--- config.mk ---
export PLATFORM = sky130hd
export DESIGN_NAME = qsec_timebase
export DESIGN_NICKNAME = d
export VERILOG_FILES = /design/src/rtl/qsec_timebase.sv
export SDC_FILE = /design/constraint.sdc
export NUM_CORES = 1
export LEC_CHECK = 0
export BUFFER_PORTS_ARGS = -buffer_cell sky130_fd_sc_hd__clkbuf_2
export CAP_MARGIN = 20
export CORE_MARGIN = 1
export CORE_UTILIZATION = 30
export CTS_CLUSTER_DIAMETER = 80
export DETAILED_ROUTE_END_ITERATION = 7
export HOLD_SLACK_MARGIN = 0.1
export PLACE_DENSITY = 0.48
export SLEW_MARGIN = 15
export SYNTH_ARGS = -nofsm -noshare
export SYNTH_HDL_FRONTEND = slang
export SYNTH_SLANG_ARGS = --single-unit
--- constraint.sdc ---
create_clock -name clk -period 4.8 [get_ports clk]
set_clock_uncertainty 0.15 [all_clocks]
set_input_delay 0.96 -clock clk [delete_from_list [all_inputs] [get_ports clk]]
set_output_delay 0.96 -clock clk [all_outputs]
set_load 0.05 [all_outputs]
--- src/rtl/qsec_timebase.sv ---
module qsec_timebase #(
  parameter int DIV_W = 16,
  parameter int DIV_RESET = 8192
) (
  input  logic             clk,
  input  logic             rst_n,
  input  logic             src_tick,
  input  logic             run_en,
  input  logic             cnt_clear,
  input  logic             div_wr,
  input  logic [DIV_W-1:0] div_val,
  input  logic             match_en,
  input  logic             match_wr,
  input  logic [5:0]       match_val,
  input  logic             qtr_clr,
  input  logic             sec_clr,
  input  logic             mat_clr,
  input  logic             qtr_ie,
  input  logic             sec_ie,
  input  logic             mat_ie,
  output logic [7:0]       cnt_out,
  output logic [1:0]       match_qsec,
  output logic [DIV_W-1:0] div_out,
  output logic             qtr_flag,
  output logic             sec_flag,
  output logic             mat_flag,
  output logic             irq
);

  localparam logic [DIV_W-1:0] DIV_INIT = DIV_W'(DIV_RESET);

  logic [DIV_W-1:0] div_q, pre_cnt;
  logic [7:0]       cnt_q, cnt_inc;
  logic [5:0]       sec_q;
  logic [1:0]       qsec_q;
  logic             pre_last, tick, hit;

  assign pre_last = ({1'b0, pre_cnt} + 1'b1) >= {1'b0, div_q};
  assign tick     = run_en & src_tick & pre_last & ~cnt_clear;
  assign cnt_inc  = cnt_q + 8'd1;
  assign hit      = match_en & (cnt_inc == {sec_q, qsec_q});

  always_ff @(posedge clk or negedge rst_n) begin
    if (!rst_n)
      pre_cnt <= '0;
    else if (cnt_clear)
      pre_cnt <= '0;
    else if (run_en && src_tick)
      pre_cnt <= pre_last ? '0 : pre_cnt + 1'b1;
  end

  always_ff @(posedge clk or negedge rst_n) begin
    if (!rst_n)
      cnt_q <= '0;
    else if (cnt_clear)
      cnt_q <= '0;
    else if (tick)
      cnt_q <= hit ? {6'b0, cnt_inc[1:0]} : cnt_inc;
  end

  always_ff @(posedge clk or negedge rst_n) begin
    if (!rst_n) begin
      sec_q  <= '0;
      qsec_q <= '0;
    end else if (match_wr) begin
      sec_q  <= match_val;
      qsec_q <= cnt_q[1:0];
    end
  end

  always_ff @(posedge clk or negedge rst_n) begin
    if (!rst_n)
      div_q <= DIV_INIT;
    else if (div_wr && !run_en)
      div_q <= div_val;
  end

  always_ff @(posedge clk or negedge rst_n) begin
    if (!rst_n) begin
      qtr_flag <= 1'b0;
      sec_flag <= 1'b0;
      mat_flag <= 1'b0;
    end else begin
      qtr_flag <= tick | (qtr_flag & ~qtr_clr);
      sec_flag <= (tick & (cnt_q[1:0] == 2'd3)) | (sec_flag & ~sec_clr);
      mat_flag <= (tick & hit) | (mat_flag & ~mat_clr);
    end
  end

  assign cnt_out    = cnt_q;
  assign match_qsec = qsec_q;
  assign div_out    = div_q;
  assign irq        = (qtr_flag & qtr_ie) | (sec_flag & sec_ie) | (mat_flag & mat_ie);


  hold_when_off_chk: assert property (@(posedge clk) disable iff (!rst_n)
    (!run_en && !cnt_clear) |=> $stable(cnt_q));


  no_flag_when_off_chk: assert property (@(posedge clk) disable iff (!rst_n)
    !run_en |=> !$rose(qtr_flag));


  sec_on_rollover_chk: assert property (@(posedge clk) disable iff (!rst_n)
    $rose(sec_flag) |-> (cnt_q[1:0] == 2'd0));


  match_clears_upper_chk: assert property (@(posedge clk) disable iff (!rst_n)
    $rose(mat_flag) |-> (cnt_q[7:2] == 6'd0));


  div_locked_chk: assert property (@(posedge clk) disable iff (!rst_n)
    run_en |=> $stable(div_q));


  wrap_to_zero_chk: assert property (@(posedge clk) disable iff (!rst_n)
    ($past(cnt_q) == 8'hFF && cnt_q != 8'hFF) |-> (cnt_q == 8'h00));

endmodule

Yosys cells after proc, flatten, opt, wreduce, memory -nomap -nowiden
Index checks and enable logic that the tools add are counted.
Storage, ports and cells
  bits in registers: 51
  bits in latches: 0
  RAM bits: 0
  bits in read-only memories: 0
  input bits: 36
  output and inout port bits: 30
  logic and storage cells: 46
  memories: 0
Cells by class
  $add $sub $neg: 3
  multiply operators: 0
  divide/modulo/power cells: 0
  $lt $le $gt $ge: 1
  equal/unequal tests: 2
  shift-type cells: 0
  mux-type cells: 6
  bitwise gates (word level): 21
  reduce and logical (&&, ||, !) cells: 5
Operators by type and width (count)
  $mux 16: 3
  $mux 8: 3
  $add 16x1->17 const B: 1
  $ge 17x16->1: 1
  $add 16x1->16 const B: 1
  $and 1x1->1: 12
  $add 8x1->8 const B: 1
  $eq 8x8->1: 1
  $or 1x1->1: 5
  $not 1->1: 4
  $reduce_bool 2->1: 2
  $eq 2x2->1 const B: 1
  $logic_and 1x1->1: 2
  $logic_not 1->1: 1

Logic depth before layout (Yosys ltp)
Gate-level depths: netlist (run 1).
  depth in word-level cells: 6
  mapped depth: 15
  depth with buffers taken out: 13

Least setup slack after synthesis (run 1)
Ideal clock, no wire load.
  path kind: register -> register
  start: register pre_cnt[0]
  end: register cnt_q[4], in the netlist cnt_out[4]
  setup time: 0.093 ns
  data arrival time: 3.248 ns
  required time: 4.557 ns
  slack: 1.310 ns
  stages on the path, launching flop included: 15
  buffers on the path: 2
  clock period less this slack: 3.490 ns
  cell sequence: dfrtp_1 > ha_1 > nand3_2 > nor4_4 > and2b_1 > or2_2 > ha_1 > nand2_1 > nor3_1 > a32oi_1 > and4_1 > clkbuf_1 > or4b_1 > buf_2 > o31ai_2
Between the ends
  cells in the longest elaborated chain, start to end: 5
RTL lines
  from (decl): line 32  | logic [DIV_W-1:0] div_q, pre_cnt;
  from (signal assigned): line 49  | pre_cnt <= pre_last ? '0 : pre_cnt + 1'b1;
  $add 16x1->17: line 38  | assign pre_last = ({1'b0, pre_cnt} + 1'b1) >= {1'b0, div_q};
  $ge 17x16->1: line 38
  $and 1x1->1 (2 in series): line 39  | assign tick = run_en & src_tick & pre_last & ~cnt_clear;
  $reduce_bool 2->1 (no source line)
  to (signal assigned): line 58  | cnt_q <= hit ? {6'b0, cnt_inc[1:0]} : cnt_inc;
  to (decl): line 33  | logic [7:0] cnt_q, cnt_inc;
Every way passes these cells.
A chain may end at the register's enable or synchronous reset.

Final worst setup path (run 1)
Ends and elaborated chain as after synthesis.

==> results of run 1 <==
==> logic make-up after synthesis <==
kind of cell,count (synthesis),share of synthesized area
buffers and inverters,42,0.0528
AO/OA/AOI/OAI,80,0.180
multiplexers,10,0.0367
AND/OR/NAND/NOR,103,0.175
adder cells (fa/ha/maj),18,0.0743
XOR/XNOR,21,0.0606
flip-flops,51,0.421
==> state kept, by name (all words and copies together), names as in the netlist <==
name        flops
div_out        16
pre_cnt        16
match_qsec      2
sec_q           6
cnt_out         8
qtr_flag        1
sec_flag        1
mat_flag        1
==> path summary, 6_finish.rpt <==
| check | cells after the start | startpoint | endpoint |
|---|---|---|---|
| max | 11 | pre_cnt[0] | cnt_out[4] |
| min | 1 | rst_n | sec_q[2] |
| max reg2reg | 11 | pre_cnt[0] | cnt_out[4] |
| min reg2reg | 1 | sec_q[0] | sec_q[0] |
| max in group asynchronous | 2 | rst_n | pre_cnt[5] |
| min in group clk | 1 | sec_q[0] | sec_q[0] |
==> per-stage QoR <==
stage | util | total power [mW] | cell area (um^2) | std cells | hold WS (ps)
6_report | 0.367 | 0.928 | 3590 | 520 | 317
3_3_place_gp | 0.358 | 0.674 | 3500 | 512 | 376
3_5_place_dp | 0.358 | 0.675 | 3500 | 512 | 379
5_1_grt | 0.367 | 0.981 | 3590 | 520 | 317
2_1_floorplan | - | 0.607 | 3030 | 325 | 351
4_1_cts | 0.367 | 0.940 | 3590 | 520 | 318
==> critical path: stages (launching register included) <==
cell       delay [ps]
dfrtp_1           450
ha_1              290
nand3_1           200
and2_1            230
or2_2             300
ha_1              300
nand4_1           140
a2111oi_0         400
o21ai_0           130
and4_1            360
or4b_1            690
o31ai_2           210
==> cell type report <==
class	count	area (um^2)	area share
Timing Repair Buffer	69	355	0.0990
Sequential cell	51	1280	0.356
Tap cell	133	166	0.0463
Multi-Input combinational cell	232	1600	0.445
Inverter	27	101	0.0282
Clock buffer	5	68.8	0.0192
Clock inverter	3	23.8	0.00662
==> cells in the final DEF (no fill, tap or decap), types with 5 or more instances in the layout <==
cell type	n
clkbuf_2	65
dfrtp_1	50
nand2_1	39
inv_1	27
o21ai_0	23
ha_1	18
nand3_1	17
xnor2_1	14
nor2_1	13
a22o_1	10
a21oi_1	9
mux2_2	9
xor2_1	7
a211oi_1	7
o211ai_1	7
o22ai_1	5
or3_1	5
clkbuf_8	5
==> power groups by stage <==
stage | Clock (mW) | Sequential (mW) | Combinational, mW
final | 0.264 | 0.470 | 0.194
after detailed placement | 0 | 0.478 | 0.197
after CTS | 0.272 | 0.470 | 0.197
after global routing | 0.295 | 0.473 | 0.213
after global placement | 0 | 0.478 | 0.196
after floorplan | 0 | 0.537 | 0.0691
==> routing by layer <==
metal | wire (um) | GRT usage | share of wire | up-vias
met3 | 186 | 0.0244 | 0.025 | 13
met5 | 0 | 0 | 0 | -
met1 | 3520 | 0.190 | 0.47 | 1263
li1 | - | - | - | 1288
met4 | 203 | 0.0670 | 0.027 | 0
met2 | 3620 | 0.251 | 0.48 | 50
==> results.toml, run 1 <==
[die]
dieArea_um2 = 10500
pin_count = 66
die_w_um = 103
core-area_um2 = 9770
rows = 36
die_y_um = 103
start_util = 0.310

[sta]
worst_slack_ps = 868
max_freq_mhz = 254
finalHoldViolCount = 0
slew_viol_final = 0
period_needed_ps = 3930
rsz0062_at_grt = "false"
setup_viol = 0
worst_pin_slew_ps = 984
relSlewSlack = 0.341
period_share = 0.819
tns_ps = 0

[yosys]
async_flop_share = 1.00
synth_edf_count = 0
ys_seq_area_frac = 0.421
synth_area_leaders = "dfrtp_1 41%, ha_1 7.4%, nand2_1 4.8%"
netlist_area_um2 = 3030
synth_area_per_cell_um2 = 9.33
yosys.area.top_type = "dfrtp_1"
ys_types = 50
synth_ff_type = "dfrtp_1"
ys_ff_latch = 51
yosysMostFrequentCell = "dfrtp_1"
syn-instance-count = 325
yosysWarnings = 0
synthTopCellsByCount = "50 x dfrtp_1, 39 x nand2_1, 27 x inv_1"
synth_top_area_frac = 0.413
syn-num-nets = 379

[route]
drc_errors = 0
drt_iter0_drc = 83
wl_per_cell_um = 14.5
num_vias = 2614
viasPerCell = 5.03
routed_wl_mm = 7.53
dr.pass1.iters = 4
drtAntennaViolNets = 0

[power]
p_leak_nw = 1.71
combPwrFrac = 0.209
internal-power_mw = 0.615
ir_worst_vdd_mv = 0.137
clockPowerShare = 0.285
switchingPower_mw = 0.313
power_density_nw_per_um2 = 259
p_seq_frac = 0.506
switching_share = 0.337

[finish]
finalNetCount = 440
antenna_cells = 0
fillers = 1014
drive_gt1_frac = 0.248
area_growth_pct = 18.4

[global_route]
track_usage = 0.150
grt_first_pass_wirelength_mm = 12.1
grt-ovfl-total = 0
antenna_found_initial = 0
grt_pass1_vias = 2523
grt_max_degree = 45

[placement]
io_buffers = 65
gp_congestion = 0.813
dp_hpwl_mm = 5.72
pre_cts_slack_ps = 886

[cts]
cts.sinks = 51
path_clk_slew_ps = 100
cts_setup_buffers = 0
cts_made_buffers = 5
cts_resized = 0
clkLatencyLatePin_ps = 320
h-tree-depth = 2
cts_tree = "done"
cts_root_buf = "clkbuf_8"
hold_buffers = 0
ctsLongestPathBuffers = 2

[setup_path]
arrival_ps = 4010
worst_setup_path_start_kind = "flop"
cp-end-kind = "flop"
crit_type = "flop to flop"
path_max_fanout = 15
cp_data_required_time_ps = 4880
r2r_slack_ps = 870

[run_status]
status = "finished, final reports clean"

[min_path]
min_path_type = "primary input to asynchronous set/reset pin"

[job]
maxCapViolCount = 0
Power figures use the tool's default switching activity.
==> inputs of run 2 (changes only) <==
Settings changed: ABC_AREA set to 1.
Clock period 4.8 ns to 3.9 ns, I/O delays scaled along.
==> run 2 against run 1 <==
Effect of this change:
- fmax is 27% higher
- synthesized cell count increased by 30%
- via count rose by 6.3%
- design area up 3.3%
- sequential cell count is the same
- die area increased by 1.9%
- global-route usage rose by 0.24 points
- hold slack worse by 99 ps
- first-iteration DRC count increased by 59%
- utilization is 0.87 points higher
- critical endpoint is now pre_cnt[3]
- highest routed layer unchanged
==> results.toml, run 2 <==
[run_status]
status = "finished, final reports clean"

[die]
dieArea_um2 = 10700
die_w_um = 104
start_util = 0.314
rows = 36
core-area_um2 = 9860
pin_count = 66
die_y_um = 104

[min_path]
min_path_type = "primary input to asynchronous set/reset pin"

[global_route]
grt_pass1_vias = 2792
track_usage = 0.152
grt-ovfl-total = 0
antenna_found_initial = 0
grt_max_degree = 39
grt_first_pass_wirelength_mm = 13.2

[placement]
dpl-instance-area_um2 = 3550
io_buffers = 65
dp_hpwl_mm = 5.71
gp_congestion = 0.812
pre_cts_slack_ps = 827
dp_cells = 614

[yosys]
ys_seq_area_frac = 0.413
synth_edf_count = 0
synth_top_area_frac = 0.405
yosysMostFrequentCell = "nand2_1"
syn-instance-count = 423
syn-num-nets = 477
netlist_area_um2 = 3090
yosysWarnings = 0
synth_ff_type = "dfrtp_1"
yosys.area.top_type = "dfrtp_1"
synthTopCellsByCount = "116 x nand2_1, 71 x inv_1, 50 x dfrtp_1"
synth_area_per_cell_um2 = 7.31
async_flop_share = 1.00
synth_area_leaders = "dfrtp_1 40%, nand2_1 14%, inv_1 8.6%"
ys_ff_latch = 51
ys_types = 27

[finish]
final_common_cell = "nand2_1"
area_growth_pct = 19.9
antenna_cells = 0
final_util = 0.376
fin_cells = 623
drive_gt1_frac = 0.173
finalNetCount = 543
multi_input_area_um2 = 1510
fillers = 1083
seq_area_um2 = 1280
layout_common_cells = "116 x nand2_1, 71 x inv_1, 65 x clkbuf_2, 50 x dfrtp_1, 44 x nand3_1"
fin_area_um2 = 3710

[route]
drt_iter0_drc = 132
num_vias = 2779
routed_wl_mm = 7.46
drtAntennaViolNets = 0
viasPerCell = 4.46
drc_errors = 0
wl_per_cell_um = 12.0
dr.pass1.iters = 5

[power]
combPwrFrac = 0.176
switching_share = 0.301
ir_worst_vdd_mv = 0.132
clockPowerShare = 0.365
switchingPower_mw = 0.376
power_mw = 1.25
p_leak_nw = 2.08
p_seq_frac = 0.459
internal-power_mw = 0.873
power_density_nw_per_um2 = 337

[sta]
hold_slack_ps = 217
period_share = 0.792
worst_slack_ps = 812
max_freq_mhz = 324
setup_viol = 0
finalHoldViolCount = 0
period_needed_ps = 3090
rsz0062_at_grt = "false"
worst_pin_slew_ps = 926
relSlewSlack = 0.381
slew_viol_final = 0
tns_ps = 0

[cts]
hold_buffers = 0
cts_root_buf = "clkbuf_8"
cts_setup_buffers = 0
cts_made_buffers = 5
cts_tree = "done"
cts_resized = 0
ctsLongestPathBuffers = 2
h-tree-depth = 2
cts.sinks = 51
path_clk_slew_ps = 100
clkLatencyLatePin_ps = 320

[setup_path]
r2r-end = "pre_cnt[3]"
cp_cell_sequence = "ha_1, nand2_1, nor2_2, nand2_2, inv_1, nand4_1, o22ai_1, inv_1, ha_1, nand2_1, inv_1, nand2_1, nand2_1, nand2_1, nand3_1, nand2_1, nand3_4, nor2_4, nand2_1, o21ai_0"
rr_worst_depth = 20
cp_data_required_time_ps = 3980
path_max_fanout = 15
setup.worst_path.start = "pre_cnt[0]"
arrival_ps = 3170
r2r_slack_ps = 810
cp-end-kind = "flop"
worst_setup_path_start_kind = "flop"
cp_common_cell = "nand2_1"
endpoint = "pre_cnt[3]"
crit_type = "flop to flop"
cp_slowest_cell = "dfrtp_1"
reg2reg_from = "pre_cnt[0]"
cpPeakStageDelay_ps = 420

[job]
maxCapViolCount = 0
==> run 2: layout make-up <==
class / count / share of cell area
clock inverter: 3 / 0.0182
clock buffer: 5 / 0.0185
multi-input combinational: 292 / 0.406
timing repair buffer: 67 / 0.0951
inverter: 72 / 0.0728
tap: 133 / 0.0449
sequential: 51 / 0.344
==> run 2: power groups by stage <==
stage / clock (mW) / combinational [mW] / sequential, mW
2_1_floorplan: 0 / 0.0739 / 0.657
3_3_place_gp: 0 / 0.220 / 0.584
3_5_place_dp: 0 / 0.222 / 0.584
4_1_cts: 0.472 / 0.223 / 0.574
5_1_grt: 0.490 / 0.245 / 0.577
6_report: 0.456 / 0.220 / 0.573
==> run 2: critical path: cells and delay by family (launching register included) <==
family,cells,cell delay (ps)
flip-flops,1,420
buffers and inverters,3,230
AND/OR/NAND/NOR,13,1440
AO/OA/AOI/OAI,2,240
adder cells (fa/ha/maj),2,490
==> run 2: cells by family (layout without fill, tap and decap cells) <==
group / Yosys count / in the layout / synth area share
XOR/XNOR: 13 / 13 / 0.0368
flip-flops: 51 / 51 / 0.413
buffers and inverters: 80 / 147 / 0.0999
adder cells (fa/ha/maj): 18 / 18 / 0.0728
AO/OA/AOI/OAI: 49 / 49 / 0.0829
AND/OR/NAND/NOR: 211 / 211 / 0.291
multiplexers: 1 / 1 / 0.00364
==> run 2: how the worst min path moves through the flow <==
stage	end	slack, ps	cells past startpoint
6_report	pre_cnt[1]	220	1
5_1_grt	div_out[3]	220	1
4_1_cts	div_out[13]	390	2
3_5_place_dp	div_out[13]	370	2
3_3_place_gp	div_out[13]	360	2
2_1_floorplan	cnt_out[0]	330	0
==> run 2: routing by layer <==
layer  global-route usage  share of wire
met1                0.196           0.47
met2                0.255           0.49
met3               0.0321          0.032
met4               0.0466         0.0064
met5                    0              0
